**config.mk**
```make
export PLATFORM = sky130hd
export DESIGN_NAME = prio_intc
export DESIGN_NICKNAME = d
export VERILOG_FILES = /design/src/rtl/prio_intc_pkg.sv /design/src/rtl/prio_intc_regs.sv /design/src/rtl/prio_intc_detect.sv /design/src/rtl/prio_intc_arb.sv /design/src/rtl/prio_intc.sv
export SDC_FILE = /design/constraint.sdc
export NUM_CORES = 1
export LEC_CHECK = 0
export BUFFER_PORTS_ARGS = -buffer_cell sky130_fd_sc_hd__clkbuf_2
export CAP_MARGIN = 30
export CORE_MARGIN = 3
export CORE_UTILIZATION = 42
export DETAILED_ROUTE_END_ITERATION = 10
export HOLD_SLACK_MARGIN = 0.12
export PLACE_DENSITY = 0.67
export SYNTH_ARGS = -nofsm -noshare
export SYNTH_HDL_FRONTEND = slang
export SYNTH_SLANG_ARGS = --single-unit
export TNS_END_PERCENT = 20
```
**constraint.sdc**
```tcl
create_clock -name clk -period 23.7 [get_ports clk]
set_clock_uncertainty 0.15 [all_clocks]
set_input_delay 2.37 -clock clk [delete_from_list [all_inputs] [get_ports clk]]
set_output_delay 2.37 -clock clk [all_outputs]
set_load 0.03 [all_outputs]
```
**src/rtl/prio_intc_pkg.sv**
```systemverilog
package prio_intc_pkg;
    localparam int LVL_W   = 3;
    localparam int VEC_W   = 5;
    localparam int ADDR_W  = 4;
    localparam int DATA_W  = 32;
    localparam int LVL_REGS = 8;

    typedef enum logic [1:0] {
        TRIG_LOW  = 2'b00,
        TRIG_HIGH = 2'b01,
        TRIG_FALL = 2'b10,
        TRIG_RISE = 2'b11
    } trig_e;

    localparam logic [ADDR_W-1:0] A_CTRL   = 4'd0;
    localparam logic [ADDR_W-1:0] A_THRESH = 4'd1;
    localparam logic [ADDR_W-1:0] A_STATUS = 4'd2;
    localparam logic [ADDR_W-1:0] A_CLEAR  = 4'd3;
    localparam logic [ADDR_W-1:0] A_MODE0  = 4'd4;
    localparam logic [ADDR_W-1:0] A_LVL0   = 4'd8;

    localparam int FLAG_BIT = 16;
    localparam int LVL_LSB  = 8;
    localparam int CLR_EN   = 8;
endpackage

```
**src/rtl/prio_intc_regs.sv**
```systemverilog
module prio_intc_regs
    import prio_intc_pkg::*;
#(
    parameter int NUM_SRC = 16
) (
    input  logic                          clk,
    input  logic                          rst_n,
    input  logic                          bus_sel,
    input  logic                          bus_wr,
    input  logic [ADDR_W-1:0]             bus_addr,
    input  logic [DATA_W-1:0]             bus_wdata,
    input  logic [DATA_W-1:0]             status_word,
    output logic [DATA_W-1:0]             bus_rdata,
    output logic                          enable,
    output logic [LVL_W-1:0]              thresh,
    output logic [NUM_SRC-1:0][1:0]       mode,
    output logic [NUM_SRC-1:0][LVL_W-1:0] level,
    output logic                          clr_valid,
    output logic [VEC_W-1:0]              clr_src
);
    localparam int MODE_REGS = (NUM_SRC + 7) / 8;

    typedef struct packed {
        logic                          en;
        logic [LVL_W-1:0]              thr;
        logic [NUM_SRC-1:0][1:0]       mode;
        logic [NUM_SRC-1:0][LVL_W-1:0] lvl;
    } regs_t;

    regs_t r_d, r_q;
    logic  wr_hit;
    int    widx;

    always_comb begin
        r_d    = r_q;
        wr_hit = bus_sel && bus_wr;
        widx   = int'(bus_addr);
        if (wr_hit) begin
            if (bus_addr == A_CTRL)   r_d.en  = bus_wdata[0];
            if (bus_addr == A_THRESH) r_d.thr = bus_wdata[LVL_W-1:0];
            for (int s = 0; s < NUM_SRC; s++) begin
                if (widx == int'(A_MODE0) + s / 8)
                    r_d.mode[s] = bus_wdata[2*(s%8) +: 2];
                if (widx == int'(A_LVL0) + (s % 16) / 2)
                    r_d.lvl[s] = bus_wdata[16*(s/16) + 8*(s%2) +: LVL_W];
            end
        end
    end

    always_ff @(posedge clk or negedge rst_n) begin
        if (!rst_n) r_q <= '0;
        else        r_q <= r_d;
    end

    always_comb begin
        bus_rdata = '0;
        if (bus_addr == A_CTRL)   bus_rdata[0] = r_q.en;
        if (bus_addr == A_THRESH) bus_rdata[LVL_W-1:0] = r_q.thr;
        if (bus_addr == A_STATUS) bus_rdata = status_word;
        for (int s = 0; s < NUM_SRC; s++) begin
            if (widx == int'(A_MODE0) + s / 8)
                bus_rdata[2*(s%8) +: 2] = r_q.mode[s];
            if (widx == int'(A_LVL0) + (s % 16) / 2)
                bus_rdata[16*(s/16) + 8*(s%2) +: LVL_W] = r_q.lvl[s];
        end
    end

    assign enable    = r_q.en;
    assign thresh    = r_q.thr;
    assign mode      = r_q.mode;
    assign level     = r_q.lvl;
    assign clr_valid = wr_hit && (bus_addr == A_CLEAR) && bus_wdata[CLR_EN];
    assign clr_src   = bus_wdata[VEC_W-1:0];

    // a control write lands in the enable bit on the next edge
    assert_ctrl_write_R7: assert property (@(posedge clk) disable iff (!rst_n)
        (bus_sel && bus_wr && bus_addr == A_CTRL) |=> (enable == $past(bus_wdata[0])));
endmodule

```
**src/rtl/prio_intc_detect.sv**
```systemverilog
module prio_intc_detect
    import prio_intc_pkg::*;
#(
    parameter int NUM_SRC = 16
) (
    input  logic                    clk,
    input  logic                    rst_n,
    input  logic [NUM_SRC-1:0]      req_raw,
    input  logic [NUM_SRC-1:0][1:0] mode,
    input  logic                    clr_valid,
    input  logic [VEC_W-1:0]        clr_src,
    output logic [NUM_SRC-1:0]      pending
);
    typedef struct packed {
        logic [NUM_SRC-1:0] s1;
        logic [NUM_SRC-1:0] s2;
        logic [NUM_SRC-1:0] prev;
        logic [NUM_SRC-1:0] latch;
    } det_t;

    det_t d_d, d_q;
    logic [NUM_SRC-1:0] hit, clr_hit;

    always_comb begin
        d_d      = d_q;
        d_d.s1   = req_raw;
        d_d.s2   = d_q.s1;
        d_d.prev = d_q.s2;
        for (int i = 0; i < NUM_SRC; i++) begin
            clr_hit[i] = clr_valid && (int'(clr_src) == i);
            hit[i]     = mode[i][1] &&
                         (mode[i][0] ? (d_q.s2[i] && !d_q.prev[i])
                                     : (!d_q.s2[i] && d_q.prev[i]));
            d_d.latch[i] = hit[i] || (d_q.latch[i] && !clr_hit[i]);
            pending[i]   = mode[i][1] ? d_q.latch[i]
                                      : (mode[i][0] ? d_q.s2[i] : !d_q.s2[i]);
        end
    end

    always_ff @(posedge clk or negedge rst_n) begin
        if (!rst_n) begin
            d_q.s1    <= '1;
            d_q.s2    <= '1;
            d_q.prev  <= '1;
            d_q.latch <= '0;
        end else begin
            d_q <= d_d;
        end
    end

    for (genvar g = 0; g < NUM_SRC; g++) begin : g_chk
        // a latched edge survives until a matching clear
        assert_latch_hold_R3: assert property (@(posedge clk) disable iff (!rst_n)
            (d_q.latch[g] && !clr_hit[g]) |=> d_q.latch[g]);
        // a matching clear with no new edge empties the latch
        assert_latch_clear_R4: assert property (@(posedge clk) disable iff (!rst_n)
            (clr_hit[g] && !hit[g]) |=> !d_q.latch[g]);
    end
endmodule

```
**src/rtl/prio_intc_arb.sv**
```systemverilog
module prio_intc_arb
    import prio_intc_pkg::*;
#(
    parameter int NUM_SRC = 16
) (
    input  logic                          clk,
    input  logic                          rst_n,
    input  logic                          enable,
    input  logic [LVL_W-1:0]              thresh,
    input  logic [NUM_SRC-1:0]            pending,
    input  logic [NUM_SRC-1:0][LVL_W-1:0] level,
    output logic                          none,
    output logic [LVL_W-1:0]              win_lvl,
    output logic [VEC_W-1:0]              win_vec
);
    logic [NUM_SRC-1:0] elig;

    always_comb begin
        none    = 1'b1;
        win_lvl = '0;
        win_vec = '0;
        for (int i = 0; i < NUM_SRC; i++) begin
            elig[i] = enable && pending[i] && (thresh != '0) &&
                      (level[i] != '0) && (level[i] > thresh);
            if (elig[i] && (none || level[i] > win_lvl)) begin
                none    = 1'b0;
                win_lvl = level[i];
                win_vec = VEC_W'(i);
            end
        end
    end

    assert_disabled_quiet_R7: assert property (@(posedge clk) disable iff (!rst_n)
        !enable |-> none);
    assert_above_thresh_R6: assert property (@(posedge clk) disable iff (!rst_n)
        !none |-> (thresh != '0 && win_lvl > thresh));
    assert_level_nonzero_R5: assert property (@(posedge clk) disable iff (!rst_n)
        !none |-> win_lvl != '0);
    assert_idle_fields_R9: assert property (@(posedge clk) disable iff (!rst_n)
        none |-> (win_lvl == '0 && win_vec == '0));
endmodule

```
**src/rtl/prio_intc.sv**
```systemverilog
module prio_intc
    import prio_intc_pkg::*;
#(
    parameter int NUM_SRC = 16
) (
    input  logic               clk,
    input  logic               rst_n,
    input  logic [NUM_SRC-1:0] irq_req,
    input  logic               bus_sel,
    input  logic               bus_wr,
    input  logic [3:0]         bus_addr,
    input  logic [31:0]        bus_wdata,
    output logic [31:0]        bus_rdata,
    output logic               irq_out
);
    typedef struct packed {
        logic irq;
    } top_t;

    logic                          enable, clr_valid, none;
    logic [LVL_W-1:0]              thresh, win_lvl;
    logic [VEC_W-1:0]              clr_src, win_vec;
    logic [NUM_SRC-1:0][1:0]       mode;
    logic [NUM_SRC-1:0][LVL_W-1:0] level;
    logic [NUM_SRC-1:0]            pending;
    logic [DATA_W-1:0]             status_word;
    top_t t_d, t_q;

    prio_intc_regs #(.NUM_SRC(NUM_SRC)) u_regs (
        .clk(clk), .rst_n(rst_n), .bus_sel(bus_sel), .bus_wr(bus_wr),
        .bus_addr(bus_addr), .bus_wdata(bus_wdata), .status_word(status_word),
        .bus_rdata(bus_rdata), .enable(enable), .thresh(thresh), .mode(mode),
        .level(level), .clr_valid(clr_valid), .clr_src(clr_src)
    );

    prio_intc_detect #(.NUM_SRC(NUM_SRC)) u_det (
        .clk(clk), .rst_n(rst_n), .req_raw(irq_req), .mode(mode),
        .clr_valid(clr_valid), .clr_src(clr_src), .pending(pending)
    );

    prio_intc_arb #(.NUM_SRC(NUM_SRC)) u_arb (
        .clk(clk), .rst_n(rst_n), .enable(enable), .thresh(thresh),
        .pending(pending), .level(level), .none(none),
        .win_lvl(win_lvl), .win_vec(win_vec)
    );

    always_comb begin
        status_word = '0;
        status_word[FLAG_BIT] = none;
        status_word[LVL_LSB +: LVL_W] = win_lvl;
        status_word[VEC_W-1:0] = win_vec;
        t_d.irq = !none;
    end

    always_ff @(posedge clk or negedge rst_n) begin
        if (!rst_n) t_q <= '0;
        else        t_q <= t_d;
    end

    assign irq_out = t_q.irq;

    assert_irq_rise_R10: assert property (@(posedge clk) disable iff (!rst_n)
        $rose(irq_out) |-> $past(!none));
    assert_irq_fall_R10: assert property (@(posedge clk) disable iff (!rst_n)
        $fell(irq_out) |-> $past(none));
endmodule

```
# --- After elaboration in Yosys (flattened, before gate mapping) ---
# Cells that the tools add are included.
# Widths: inputs -> output; s select.
totals:
  mem_count: 0
  ramBits: 0
  inputBits: 56
  word_cells: 501
  regBits: 149
  latch_bits: 0
  mem_bits_ro: 0
op_classes:
  order_cmp: 31
  n_eq_ne: 28
  muxes: 130
  n_addsub: 0
  n_reduce_logical: 273
  mul: 0
  bitwise: 0
  shifts: 0
  div_mod_pow: 0
op_table:
  columns: ["cell", "count"]
  rows:
  - ["$logic_and 1x1->1", 162]
  - ["$mux 3", 37]
  - ["$gt 3x3->1", 31]
  - ["$mux 1", 66]
  - ["$reduce_bool 3->1", 17]
  - ["$logic_not 1->1", 49]
  - ["$eq 5x5->1 const B", 8]
  - ["$mux 2", 18]
  - ["$mux 4", 8]
  - ["$logic_or 1x1->1", 31]
  - ["$eq 4x4->1 const B", 6]
  - ["$reduce_and 2->1", 12]
  - ["$eq 5x4->1 const B", 4]
  - ["$mux 17", 1]
  - ["$eq 4x2->1 const B", 3]
  - ["$eq 5x3->1 const B", 2]
  - ["$eq 4x1->1 const B", 2]
  - ["$eq 4x3->1 const B", 2]
  - ["$eq 5x2->1 const B", 1]
  - ["$logic_not 5->1", 1]
  - ["$logic_not 4->1", 1]

# --- Logic depth before layout (Yosys ltp) ---
# Gate-level depths: netlist of run 1.
depth:
  ltp_word: 81
  mapped_depth: 130

# --- By module ---
# Synthesis of run 1 repeated with hierarchy kept, for this count alone.
unflattened:
  cells_unflattened: 1043
  area_unflattened_um2: 10453.8
by_module_without_submodules:
  columns: ["mod", "area_each_um2", "instances", "seq_area_each_um2", "cells_each"]
  rows:
  - ["prio_intc_regs", 4445.5, 1, 2102.0, 373]
  - ["prio_intc_arb", 3485.8, 1, 0.0, 467]
  - ["prio_intc_detect", 2489.9, 1, 1661.6, 200]
  - ["prio_intc", 32.5, 1, 25.0, 3]

# --- Worst setup path after synthesis of run 1 ---
# No wires, ideal clock.
synth_timing:
  path_kind: "reg-to-output"
  startpoint: "register u_regs.r_q (netlist bit u_regs.thresh[2])"
  endpoint: "output bus_rdata[10]"
  path_stages_with_launch: 125
  arrival_time_ns: 21.879
  setup_slack_ns: -0.699
  path_buffers: 1
  required_time_ns: 21.180
  path_cell_list: "dfrtp_1 inv_1 ha_1 a311oi_2 o211a_4 nand2_1 ha_1 nor2b_1 o21a_1 o21ai_0 o31a_1 a22o_1 inv_1 ha_1 a211o_1 a21o_1 o221a_1 a221o_1 [... 89 more ...] ha_1 inv_1 a21o_1 a21oi_1 a31oi_1 o21a_1 inv_1 o211ai_1 nand2_1 ha_1 nor2b_1 o21a_1 o21ai_0 a21boi_1 nand3_1 o2bb2ai_1 a32o_1 a22oi_1"
synth_between:
  elab_chain_cells: 76
  word_cells_on_any_way: 152
  cone_classes: "31 x order compare; 42 x mux; 79 x reduce/logical"
synth_lines:
  columns: ["element", "line", "source"]
  rows:
  - ["from (decl)", "prio_intc_regs.sv:30", "regs_t r_d, r_q;"]
  - ["from (signal assigned)", "prio_intc_regs.sv:52", "else r_q <= r_d;"]
  - ["parallel branches: the longest is 64 deep, another holds $gt 3x3->1", null, null]
  - ["$mux 3 *", "prio_intc_arb.sv:25", "if (elig[i] && (none || level[i] > win_lvl)) begin"]
  - ["$mux 17 *", "prio_intc_regs.sv:59", "if (bus_addr == A_STATUS) bus_rdata = status_word;"]
  - ["$mux 3 * (2 in a row)", "prio_intc_regs.sv:63", "if (widx == int'(A_LVL0) + (s % 16) / 2)"]
  - ["$mux 2 *", "prio_intc_regs.sv:61", "if (widx == int'(A_MODE0) + s / 8)"]
  - ["$mux 3 * (4 in a row)", "prio_intc_regs.sv:63", null]
  - ["$mux 2 *", "prio_intc_regs.sv:61", null]
  - ["$mux 3 * (2 in a row)", "prio_intc_regs.sv:63", null]
  - ["to (decl)", "prio_intc.sv:13", "output logic [31:0] bus_rdata,"]
# Every way passes the cells marked *.

# --- Worst setup path in the final report of run 1 ---
# Same ends and word-level chain as after synthesis.

==> results of run 1 <==
Yosys cell counts (9+ instances only):
cell      instances  area share
a211oi_1         11      0.0079
xor2_1            9      0.0076
o21a_1           19       0.014
o211ai_1         16       0.012
dfrtp_1         101        0.24
o311ai_0         10      0.0084
buf_4            16       0.012
nor3_1           23       0.011
nor2b_1          27       0.016
nand2_1         134       0.048
inv_1            54       0.019
dfstp_2          48        0.12
o21ai_0          84       0.040
nor2_1           71       0.026
mux2i_1          11       0.011
a22o_1           20       0.017
a21o_1           15       0.011
a31oi_1          15      0.0090
ha_1             87        0.10
nand2b_1         16      0.0096
nand3_1          35       0.017
clkbuf_1         26      0.0094
mux2_2           68       0.074
a21oi_1          45       0.022
power groups by stage:
stage | Combinational [mW] | Clock, mW | Sequential [mW]
floorplan | 0.354 | 0 | 0.338
global placement | 0.530 | 0 | 0.354
detailed placement | 0.549 | 0 | 0.356
CTS | 0.642 | 0.264 | 0.353
global route | 0.785 | 0.276 | 0.361
finish | 0.723 | 0.259 | 0.356
flip-flops by register name, summed over array words and instances (netlist names):
signal and count:
u_regs.level 48, u_regs.enable 1, u_regs.thresh 3, irq_out 1, u_det.d_q 32, u_det.d_d 32, u_regs.mode 32
what timing repair did:
item | 4_1_cts | 5_1_grt
pin swaps | 61 | 66
setup buffers | 48 | 14
endpoints found under the setup margin | 7 | 7
cloned | 0 | 0
resized for setup | 79 | 56
path summary, 6_finish.rpt:
kind                                        from              end  slack [ns]  depth (start not counted)
worst max-delay path            u_regs.thresh[2]    bus_rdata[10]       -1.18                        126
worst min-delay path               u_det.d_d[42]    u_det.d_d[26]        0.21                          0
worst max register to register  u_regs.thresh[1]          irq_out       19.38                         11
worst min register to register     u_det.d_d[42]    u_det.d_d[26]        0.21                          0
max in group asynchronous                  rst_n  u_regs.level[6]       20.24                          2
min in group asynchronous                  rst_n  u_regs.mode[25]        1.82                          1
area by class of cell:
class                   instances  area (um^2)
fillers                      2070        10420
multi-input cells             881         6802
flip-flops and latches        149         3789
repair buffers                238         1715
clock buffers                  19        442.9
well taps                     319        399.1
inverters                      54        206.4
clock inverters                12        121.4
cells by family after synthesis:
| kind of cell | Yosys count | share of synthesized area |
|---|---|---|
| and+or+nand+nor | 344 | 0.1519 |
| AOI/OAI and AO/OA | 338 | 0.2364 |
| DFF | 149 | 0.3640 |
| buffers and inverters | 100 | 0.04195 |
| adders and majority gates | 88 | 0.1055 |
| muxes | 80 | 0.08631 |
| xor gates and xnor gates | 16 | 0.01346 |
| other | 1 | 0.0003603 |
worst max-delay path, delay by kind of cell, from the launching register on:
family,cells,cell delay (ns)
compound gates,67,11.68
fa+ha+maj,16,4.06
buf+inv,11,1.15
flops,1,0.39
simple gates,32,4.62
stage by stage:
| stage | worst slack (ns) | instances | instance area (um^2) |
|---|---|---|---|
| after floorplan | 0.01672 | 1130 | 10490 |
| after CTS | -0.5097 | 1659 | 13100 |
| final | -1.181 | 1672 | 13480 |
| after global placement | -0.9332 | 1580 | 11860 |
| after global routing | -2.263 | 1672 | 13480 |
| after detailed placement | -1.264 | 1580 | 11860 |
layer usage:
| layer | wire [um] | GRT usage |
|---|---|---|
| met5 | 11 | 0 |
| met4 | 970 | 0.08535 |
| met3 | 2451 | 0.04945 |
| met2 | 15700 | 0.4020 |
| met1 | 13810 | 0.3203 |
==> impl_metrics.env, run 1 <==
export IMPL_irDropWorstVdd_v=0.00006489
export IMPL_power_switching_fraction=0.4007
export IMPL_report_final_hold_viol_count=0
export IMPL_route_detailed_drc=0
export IMPL_die_width_um=163.4
export IMPL_run_status="complete, but fails checks"
export IMPL_timing_setup_critical_path_class="reg -> out"
export IMPL_clock_tree_htree_level_count=4
export IMPL_worstSkewPairLatency_ns=0.42
export IMPL_cts_root_buffer_cell="clkbuf_16"
export IMPL_setup_slack_ns=-1.181
export IMPL_n_antenna_cell=0
export IMPL_start_kind="flip-flop"
export IMPL_globalRouteOverflowTotal=0
export IMPL_leading_cell_type_in_the_layout_fill_and_taps_excluded="buf_4"
export IMPL_post_synth_num_cell_types=87
export IMPL_total_setup_violations_reported_at_the_end_of_the_flow=7
export IMPL_detail_route_wirelength_mm=32.94
export IMPL_synthesis_area_per_instance_um2=9.327
export IMPL_cts_hold_bufs=0
export IMPL_final_layout_size_suffix_gt1_frac=0.3681
export IMPL_layout_worst_path_cycle_share=1.050
export IMPL_part_of_the_total_power_dissipated_in_the_clock_network=0.193
export IMPL_actual_transition_at_the_worst_max_transition_pin_ns=0.9808
export IMPL_synth_main_ff_cell="dfrtp_1"
export IMPL_critPathArrivalTime_ns=22.36
export IMPL_die_h_um=163.4
export IMPL_post_dp_hpwl_mm=23.36
export IMPL_placement_io_buffers=57
export IMPL_critical_path_max_stage_delay_ns=0.40
export IMPL_grtUsageTotal=0.2441
export IMPL_clkSinkCount=149
export IMPL_grt_setup_unrepaired="yes"
export IMPL_synth_area_um2=10410
export IMPL_count_of_state_elements_after_synthesis=149
export IMPL_clk_pin_slew_ns=0.06
export IMPL_grt_max_degree=80
export IMPL_core_area_um2=23890
export IMPL_path_max_fanout=5
export IMPL_grt_antenna_before_repair=1
export IMPL_synth_yosys_warnings=0
export IMPL_layout_nets=1484
export IMPL_dr_pass1_iters=5
export IMPL_die_ar_um2=26710
export IMPL_finalCoreUtilization=0.5640
export IMPL_combPwrFrac=0.540
export IMPL_timing_critical_path_to_type="primary output"
export IMPL_area_growth_syn_to_layout_pct=29.46
export IMPL_final_gp_congestion=0.9493
export IMPL_synth_enable_flop_cells=0
export IMPL_cell_internal_pwr_mw=0.8015
export IMPL_timing_critical_path_required_ns=21.18
export IMPL_yosysSeqAreaShare=0.3640
export IMPL_antenna_violating_nets_post_route=0
export IMPL_achievable_frequency_mhz=40.19
export IMPL_cts_max_path_buffers=2
export IMPL_leakage_nw=5.922
export IMPL_layout_cells_most_common_list="buf_4, nand2_1, dfrtp_1"
export IMPL_violations="setup timing"
export IMPL_initial_core_util=0.4356
export IMPL_core_rowCount=56
export IMPL_synthesis_instances=1116
export IMPL_cts_inserted_buffers=17
export IMPL_ios=89
export IMPL_netsw_mw=0.5360
export IMPL_power_consumption_mw=1.337
export IMPL_first_global_vias=9586
export IMPL_synth_async_reset_ratio=1.000
export IMPL_cts_tree="done"
export IMPL_detail_route_wl_per_cell_um=19.70
export IMPL_timing_critical_path_slowest_stage_cell="or3_4"
export IMPL_fin_hold_ws_ns=0.2054
export IMPL_maxSlewViolCount=0
export IMPL_viasPerCell=5.898
export IMPL_power_per_cell_area_nw_per_um2=99.25
export IMPL_path_common_cell="ha_1"
export IMPL_hold_class="reg -> reg"
export IMPL_drt_iter0_markers=725
export IMPL_timing_slew_headroom=0.3422
export IMPL_layout_min_cycle_time_ns=24.88
export IMPL_pwr_share_seq=0.266
export IMPL_max_cap_violations=0
export IMPL_grt_first_pass_wirelength_mm=51.00
export IMPL_tns_ns=-7.338
export IMPL_vias=9861
No activity file was read; power rests on OpenSTA's default activity.
==> run 2, diff against run 1 <==
Settings changed: CORE_ASPECT_RATIO set to 0.8.
==> run 2 against run 1 <==
Effect of this change:
- final area is 4.8% lower
- clock power increased by 2%
- the flow still finishes with violations (setup timing)
- first-iteration DRC count increased by 30%
- power shrank 7.5%
- sequential power is essentially flat
- register-to-register slack got worse by 0.05 ns
- largest power group unchanged
- maximum frequency is 0.34% higher
- critical path depth is 2 lower
==> impl_metrics.env, run 2 (synthesized netlist as in run 1, its figures left out) <==
export IMPL_cell_area_placed_um2=11800
export IMPL_fin_area_um2=12830
export IMPL_layout_worst_path_cycle_share=1.046
export IMPL_core_area_um2=23900
export IMPL_run_status="complete, but fails checks"
export IMPL_dr_pass1_iters=7
export IMPL_vias=9633
export IMPL_violations="setup timing"
export IMPL_total_setup_violations_reported_at_the_end_of_the_flow=7
export IMPL_layout_min_cycle_time_ns=24.80
export IMPL_cts_tree="done"
export IMPL_cts_max_path_buffers=2
export IMPL_setup_slack_ns=-1.097
export IMPL_leading_cell_type_in_the_layout_fill_and_taps_excluded="buf_4"
export IMPL_reg2regPathDepth=11
export IMPL_die_width_um=182.0
export IMPL_largest_register_ffs=48
export IMPL_initial_core_util=0.4355
export IMPL_report_final_hold_viol_count=0
export IMPL_dpl_cells=1566
export IMPL_worstReg2RegEnd="irq_out"
export IMPL_path_max_fanout=5
export IMPL_antenna_violating_nets_post_route=0
export IMPL_cts_root_buffer_cell="clkbuf_16"
export IMPL_path_common_cell="ha_1"
export IMPL_globalRouteOverflowTotal=0
export IMPL_cts_hold_bufs=0
export IMPL_leakage_nw=5.670
export IMPL_clock_tree_htree_level_count=4
export IMPL_worstHoldEndpoint="u_det.d_d[31]"
export IMPL_final_layout_size_suffix_gt1_frac=0.3107
export IMPL_critPathArrivalTime_ns=22.28
export IMPL_reg2reg_from="u_regs.thresh[1]"
export IMPL_maxSlewViolCount=0
export IMPL_die_h_um=146.8
export IMPL_final_fill_count=2140
export IMPL_grt_setup_unrepaired="yes"
export IMPL_grt_first_pass_wirelength_mm=50.10
export IMPL_final_gp_congestion=0.9234
export IMPL_critical_path_max_stage_delay_ns=0.39
export IMPL_irDropWorstVdd_v=0.00005955
export IMPL_placement_io_buffers=57
export IMPL_drt_iter0_markers=940
export IMPL_clk_pin_slew_ns=0.06
export IMPL_timing_critical_path_required_ns=21.18
export IMPL_layout_nets=1443
export IMPL_route_detailed_drc=0
export IMPL_hold_class="reg -> reg"
export IMPL_post_dp_hpwl_mm=23.61
export IMPL_grtUsageTotal=0.2372
export IMPL_instances_no_fill=1626
export IMPL_worstSkewPairLatency_ns=0.43
export IMPL_timing_setup_critical_path_class="reg -> out"
export IMPL_viasPerCell=5.924
export IMPL_first_global_vias=9092
export IMPL_clkSinkCount=149
export IMPL_detail_route_wl_per_cell_um=19.74
export IMPL_start_kind="flip-flop"
export IMPL_ios=89
export IMPL_worst_hold_path_num_cells=0
export IMPL_grt_antenna_before_repair=1
export IMPL_tns_ns=-6.612
export IMPL_layout_cells_most_common_list="buf_4, nand2_1, dfrtp_1"
export IMPL_power_consumption_mw=1.237
export IMPL_die_ar_um2=26720
export IMPL_achievable_frequency_mhz=40.33
export IMPL_timing_slew_headroom=0.2820
export IMPL_area_growth_syn_to_layout_pct=23.30
export IMPL_reg2reg_slack_ns=19.33
export IMPL_core_rowCount=50
export IMPL_cts_inserted_buffers=17
export IMPL_holdCritStartpoint="u_det.d_d[47]"
export IMPL_timing_critical_path_slowest_stage_cell="or3_1"
export IMPL_timing_critical_path_to_type="primary output"
export IMPL_grt_max_degree=81
export IMPL_max_cap_violations=0
export IMPL_detail_route_wirelength_mm=32.10
export IMPL_power_per_cell_area_nw_per_um2=96.36
export IMPL_actual_transition_at_the_worst_max_transition_pin_ns=1.069
export IMPL_finalCoreUtilization=0.5370
run 2: cell types whose count changed in the layout (fill, tap and decap cells not counted), moves of 8 or more:
cell and delta:
buf_4 -40, nand2_1 +9, nand2_2 -8, ha_1 +9
run 2: timing repair:
action,in CTS,in global routing
pin swaps,32,3
gates cloned,0,0
resized for setup,56,6
setup endpoints to repair,7,7
setup buffers,25,1
run 2: area by class of cell:
class | instances | area, um^2 | area share
repair buffers | 197 | 1385 | 0.1079
clock inverters | 9 | 76.32 | 0.005947
multi-input cells | 881 | 6474 | 0.5044
inverters | 54 | 206.4 | 0.01609
well taps | 312 | 390.4 | 0.03042
clock buffers | 23 | 510.5 | 0.03978
flip-flops and latches | 149 | 3789 | 0.2952
diodes | 1 | 2.502 | 0.0001950
run 2: metal layers:
layer  routed length, um  GRT usage  vias to the layer above
met5                   0          0                        -
li1                    -          -                     4514
met1               14560     0.3451                     4646
met2               13900     0.3518                      423
met4                 646    0.06624                        0
met3                2988    0.05817                       50
run 2: how the worst max path moves through the flow:
stage	start	endpoint	depth (start not counted)
5_1_grt	u_regs.thresh[1]	bus_rdata[10]	130
6_report	u_regs.thresh[1]	bus_rdata[10]	124
3_5_place_dp	u_regs.thresh[2]	bus_rdata[3]	125
2_1_floorplan	u_regs.thresh[2]	bus_rdata[10]	121
4_1_cts	u_regs.thresh[2]	bus_rdata[10]	124
3_3_place_gp	u_regs.thresh[2]	bus_rdata[3]	123
run 2: worst max-delay path, delay by kind of cell, from the launching register on:
kind / cells / cell delay [ns]
buf+inv: 6 / 0.66
compound gates: 70 / 12.31
simple gates: 32 / 4.11
fa+ha+maj: 16 / 4.38
flops: 1 / 0.34
run 2: per-stage QoR:
| stage | setup slack [ns] | hold slack (ns) |
|---|---|---|
| final | -1.097 | 0.2040 |
| after global placement | -1.050 | 0.1960 |
| after floorplan | 0.01672 | 0.1952 |
| after detailed placement | -1.453 | 0.1968 |
| after CTS | -0.7509 | 0.2058 |
| after global routing | -2.379 | 0.2074 |
run 2: report_power, final:
part	total (mW)	internal (mW)	switching, mW
registers	0.354	0.297	0.0572
logic	0.618	0.286	0.333
clock network	0.264	0.154	0.110
